`src/rtl/dma_act_seq.sv`:
```
module dma_act_seq #(
  parameter int CW = 16
) (
  input  logic          clk,
  input  logic          rst_n,
  input  logic          req_n,
  input  logic [1:0]    mode,
  input  logic          burst,
  input  logic          start,
  input  logic [CW-1:0] count_ld,
  input  logic          bus_gnt,
  input  logic          unit_done,
  output logic          bus_req,
  output logic          unit_start,
  output logic          block_end,
  output logic          active
);

  localparam logic [1:0] M_EDGE  = 2'b00;
  localparam logic [1:0] M_LEVEL = 2'b01;
  localparam logic [1:0] M_AUTO  = 2'b10;
  localparam logic [CW-1:0] ONE  = CW'(1);

  typedef enum logic [1:0] {S_IDLE, S_WAIT, S_RUN} st_t;

  st_t           st;
  logic [2:0]    rq;
  logic [CW-1:0] cnt;
  logic          req_low, req_fall, trig, last, keep_bus;

  assign req_low  = ~rq[1];
  assign req_fall = rq[2] & ~rq[1];
  assign last     = (cnt == ONE);
  assign keep_bus = (mode == M_AUTO) && burst;
  assign bus_req  = (st != S_IDLE);

  always_comb begin
    case (mode)
      M_EDGE:  trig = req_fall;
      M_LEVEL: trig = req_low;
      M_AUTO:  trig = 1'b1;
      default: trig = 1'b0;
    endcase
  end

  always_ff @(posedge clk or negedge rst_n) begin
    if (!rst_n) rq <= 3'b111;
    else        rq <= {rq[1:0], req_n};
  end

  always_ff @(posedge clk or negedge rst_n) begin
    if (!rst_n) begin
      st         <= S_IDLE;
      cnt        <= '0;
      active     <= 1'b0;
      unit_start <= 1'b0;
      block_end  <= 1'b0;
    end else begin
      unit_start <= 1'b0;
      block_end  <= 1'b0;
      if (start && !active && count_ld != '0) begin
        active <= 1'b1;
        cnt    <= count_ld;
      end
      case (st)
        S_IDLE: if (active && trig) st <= S_WAIT;
        S_WAIT: begin
          if (mode == M_LEVEL && !req_low) st <= S_IDLE;
          else if (bus_gnt) begin
            st         <= S_RUN;
            unit_start <= 1'b1;
          end
        end
        S_RUN: if (unit_done) begin
          cnt <= cnt - ONE;
          if (last) begin
            active    <= 1'b0;
            block_end <= 1'b1;
            st        <= S_IDLE;
          end else if (keep_bus) begin
            if (bus_gnt) unit_start <= 1'b1;
            else         st <= S_WAIT;
          end else st <= S_IDLE;
        end
        default: st <= S_IDLE;
      endcase
    end
  end

endmodule

```
`config.mk`:
```
export PLATFORM = sky130hd
export DESIGN_NAME = dma_act_seq
export DESIGN_NICKNAME = d
export VERILOG_FILES = /design/src/rtl/dma_act_seq.sv
export SDC_FILE = /design/constraint.sdc
export NUM_CORES = 1
export LEC_CHECK = 0
export BUFFER_PORTS_ARGS = -buffer_cell sky130_fd_sc_hd__buf_4
export CORE_UTILIZATION = 43
export CTS_CLUSTER_DIAMETER = 50
export DETAILED_ROUTE_END_ITERATION = 7
export PLACE_DENSITY = 0.73
export SETUP_SLACK_MARGIN = 0.3
export SYNTH_ARGS = -nofsm -noshare
export SYNTH_HDL_FRONTEND = slang
export SYNTH_SLANG_ARGS = --single-unit
```
`constraint.sdc`:
```
create_clock -name clk -period 2.3 [get_ports clk]
set_clock_uncertainty 0.15 [all_clocks]
set_input_delay 0.575 -clock clk [delete_from_list [all_inputs] [get_ports clk]]
set_output_delay 0.575 -clock clk [all_outputs]
set_load 0.02 [all_outputs]
```
After elaboration in Yosys (flattened, before gate mapping) --
Index checks and enable logic that the tools add are counted.
Word-level totals: logic and storage cells 54, output and inout port bits 4, input port bits 25, bits in registers 24
Operators by class: add/subtract/negate cells 1, equality and inequality tests 9, reduce and logical (&&, ||, !) cells 11, bitwise logic cells 2, mux-type cells 25
Operators by type and width (count):
- 16-bit two-way mux | 3
- 16-bit by 1-bit equality test with 1-bit output (second input constant) | 1
- 16-bit nonzero test | 1
- 16-bit by 1-bit subtractor with 16-bit output (second input constant) | 1
- 2-bit two-way mux | 7
- 1-bit two-way mux | 12
- 2-bit case mux with 3 select lines | 1
- 1-bit logical AND | 5
- 2-bit by 1-bit equality test with 1-bit output (second input constant) | 2
- 2-bit equality test (second input constant) | 2
- 2-bit zero test | 2
- 2-bit inequality test (second input constant) | 2
- 4-bit inequality test (second input constant) | 1
- 4-bit AND reduction | 1
- 3-bit inequality test (second input constant) | 1
- 1-bit case mux with 3 select lines | 1
- 1-bit case mux with 2 select lines | 1
- 2-bit nonzero test | 1
- 1-bit AND | 1
- 1-bit zero test | 1
- 1-bit NOT | 1

Depth between registers and ports, before layout --
depth in word-level cells 7, mapped depth 8, gate-level depth less buffers 7

Least setup slack after synthesis --
OpenSTA, ideal clock, no wires.
kind input port to flip-flop, from input count_ld[3], to register cnt[11], library setup time 0.138 ns, arrival 2.104 ns, setup slack -0.092 ns, stages on the path 5, data required time 2.012 ns, path buffers 0, path through or4_1 > o41ai_4 > nor2_1 > nor3_1 > a211oi_2
Between the ends: word-level cells in the longest chain between the ends 5
RTL lines:
- start: declaration | RTL line 10 | input logic [CW-1:0] count_ld,
- 16-bit nonzero test (*) | RTL line 61 | if (start && !active && count_ld != '0) begin
- 1-bit logical AND (*) | RTL line 61
- 16-bit two-way mux (*) | RTL line 61
- 16-bit two-way mux | RTL line 74 | S_RUN: if (unit_done) begin
- 16-bit two-way mux (*) | RTL line 65 | case (st)
- end signal: assignment | RTL line 63 | cnt <= count_ld;
- end signal: assignment | RTL line 75 | cnt <= cnt - ONE;
- end: declaration | RTL line 28 | logic [CW-1:0] cnt;
Mark *: on every way between the ends. The rest lies on a longest branch, timed or not. A chain may end at the register's enable or synchronous reset.

Worst setup path after layout --
from input count_ld[14], to register cnt[2]
The elaborated chain is that of the path after synthesis.

==> Flow_metrics.wiki <==
{| class="wikitable"
! Metric !! Value
|-
| Largest delay share family, worst path || simple AND/OR/NAND/NOR gates
|-
| Buffers plus inverters on the worst setup path || 2
|-
| Cells taking the most area after synthesis || dfrtp_1, dfstp_2, ha_1
|-
| Area share of the largest cell type after synthesis || 36.5%
|-
| Critical path class || in2reg
|-
| Class of the worst hold path || in2reg
|-
| Pin count of the biggest net entering global routing || 25
|-
| Design internal power || 1.02 mW
|-
| Remaining number of nets flagged by the antenna check after routing || 0
|-
| CTS tree || yes
|-
| Worst endpoint required time || 2.40 ns
|-
| Highest cell delay on the worst timing path || 0.55 ns
|-
| Unrepaired setup endpoints after global routing || yes
|-
| Post-placement worst setup slack || -0.215 ns
|-
| Unique cell type count in the Yosys netlist || 41
|-
| Relative contribution of combinational cells to total power || 40.8%
|-
| Global routing met2 resource utilization || 39.8%
|-
| Seq cells post-synth || 24
|-
| Number of standard-cell rows in the floorplan || 20
|-
| Outcome || complete, no violations
|-
| VDD IR-drop max || 429 uV
|-
| Per-cell routed wire length || 15.9 um
|-
| Worst slew margin relative to its limit || 64.2%
|-
| CTS Buf Count || 3
|-
| Cell breakdown of the critical path || buf_6, or4_4, o41ai_4, or2b_1, buf_4, o21ai_1, a21oi_1
|-
| Switching share of power || 37.3%
|-
| Clock tree buffer depth || 2
|-
| Overall track demand over capacity in global routing || 23.2%
|-
| Critical path's slowest cell || or4_4
|-
| Most common library cells after synthesis || dfrtp_1, nand2_1, nor2_1
|-
| Number of placed instances with taps included || 248
|-
| Shortest clock period the worst path allows after layout || 2.18 ns
|-
| Final WS setup || 0.118 ns
|-
| Die span in y || 59.9 um
|-
| Number of max-cap violations || 0
|-
| Arrival time of data at the critical path endpoint || 2.28 ns
|-
| Diodes inserted || 0
|-
| Met1 layer usage reported by global route || 29.2%
|-
| Max-slew violation total from the final report || 0
|-
| Port Buf Inserts || 28
|-
| Starting utilization of the core area || 46.4%
|-
| Post-synthesis cell type with the largest combined area || dfrtp_1
|-
| Dominant synthesized flop cell || dfrtp_1
|-
| Net count after synthesis || 191
|-
| Reported leakage power || 0.935 nW
|-
| Die ar. || 3580 um2
|-
| Switching power of the nets || 0.609 mW
|-
| Number of synthesized flops with an enable pin || 0
|-
| Total length of routed wires || 4.20 mm
|-
| Maximum net fanout on the critical path || 3
|-
| Vias per Instance || 5.76
|-
| Core Box Area || 3100 um2
|-
| Cell area after synthesis || 1440 um2
|-
| Initial antenna violation count || 0
|-
| Final Net Count || 252
|-
| Hold violation total from the final report || 0
|-
| Max Clk Rate || 458 MHz
|-
| Period utilisation layout || 94.9%
|-
| Share of power burned in registers || 40.1%
|-
| Kind of start point of the critical path || input port
|-
| Root buffer cell || clkbuf_4
|-
| RD Place Congestion || 0.913
|-
| Asr flop ratio synth || 100%
|-
| I/O pin count || 29
|-
| Initial drt markers || 110
|-
| Mapped Cells || 160
|-
| Filler-free cell count of the finished design || 264
|-
| Number of global-route vias before repair || 1411
|-
| Width of the die || 59.9 um
|-
| Via count || 1521
|-
| Slew at the pin with the worst max-slew slack || 0.532 ns
|-
| Residual overflow from global routing || 0
|-
| Clock net sink count || 24
|-
| Most heavily used metal layer in global routing || met2
|-
| Warning count from the yosys run || 0
|-
| Setup Viol. Count Final || 0
|-
| Layout cell share with drive strength beyond 1 || 47.7%
|-
| Most frequent cell after synthesis || dfrtp_1
|-
| First-pass detailed-route iteration total || 4
|-
| Post-DP HPWL || 2.83 mm
|-
| Area Overhead vs Synth || 51.0%
|-
| First-pass GRT wire length || 6.13 mm
|-
| Dpl cell area || 1870 um2
|-
| Crit path capture type || flop
|-
| Mean instance size in the synthesized netlist || 9.00 um2
|-
| Sequential area share after synthesis || 42.0%
|-
| Residual DRC || 0
|-
| Insertion delay of the later-clocked pin in the worst-skew pair || 0.33 ns
|-
| Reg clk slew, reported paths || 0.14 ns
|-
| Part of the power in the clock network || 19.1%
|-
| Power Density || 750 nW/um2
|-
| GR met3 Demand/Resource || 2.16%
|-
| Finished Cell Area || 2170 um2
|-
| H-tree depth || 1
|}
flip-flops by register name, summed over array words and instances (netlist names):
register / cells
rq: 3
cnt: 16
active: 1
st: 2
block_end: 1
unit_start: 1
layout make-up:
cell class	instances	area, um2
fill	247	928
clock buffer	3	22.5
multi-input combinational	123	938
timing repair buffer	60	490
clock inverter	1	30.0
tap	44	55.1
inverter	9	33.8
sequential	24	604
routing by layer:
layer	part of all wire [%]	up-vias
met5	0	-
met4	2.9	0
met3	6.9	11
met2	50	62
met1	40	731
li1	-	717
power groups by stage:
stage	combinational, mW	sequential, mW	clock, mW
2_1_floorplan	0.343	0.635	0
3_3_place_gp	0.523	0.649	0
3_5_place_dp	0.535	0.658	0
4_1_cts	0.597	0.649	0.312
5_1_grt	0.729	0.665	0.335
6_report	0.666	0.655	0.311
kinds of logic after synthesis:
| logic type | count (synthesis) | share of synthesized area (%) |
|---|---|---|
| AND/OR/NAND/NOR | 69 | 25.3 |
| AO/OA/AOI/OAI | 44 | 20.9 |
| flip-flops | 24 | 42.0 |
| buffers and inverters | 13 | 3.91 |
| adder cells (fa/ha/maj) | 6 | 5.21 |
| multiplexers | 3 | 2.17 |
| XOR/XNOR | 1 | 0.608 |
worst paths after layout:
| check | to | startpoint | cells after the start | slack, ns |
|---|---|---|---|---|
| worst max register to register | st[1] | cnt[7] | 5 | 0.19 |
| worst max-delay path | cnt[2] | count_ld[14] | 7 | 0.12 |
| worst min register to register | rq[1] | rq[0] | 0 | 0.22 |
| worst min-delay path | rq[0] | req_n | 1 | 0.19 |
| max in group asynchronous | rq[0] | rst_n | 2 | 1.20 |
| min in group asynchronous | cnt[9] | rst_n | 2 | 0.51 |
cells in the final DEF (no fill, tap or decap), types with 5 or more instances in the layout:
cell type and instances:
a21oi_1 6, a21oi_2 7, buf_4 49, buf_6 10, dfrtp_1 21, ha_1 5, inv_1 7, nand2_1 16
nor2_1 11, nor3_2 5, o21ai_1 7
through the flow:
step,hold WS [ns],power (mW),utilization [%],TNS [ns]
2_1_floorplan,0.129,0.978,-,-0.336
3_3_place_gp,0.196,1.17,60.2,-1.80
3_5_place_dp,0.198,1.19,60.2,-2.55
4_1_cts,0.191,1.56,66.4,0
5_1_grt,0.160,1.73,70.1,0
6_report,0.186,1.63,70.1,0
timing repair:
action	CTS	global route
endpoints found under the hold margin	21	0
hold buffers	1	0
pin swaps	10	9
gates resized for setup	21	22
gates cloned	0	0
buffers inserted	8	3
setup endpoints to repair	18	20
Note: power is estimated with default switching activity, not from simulation.
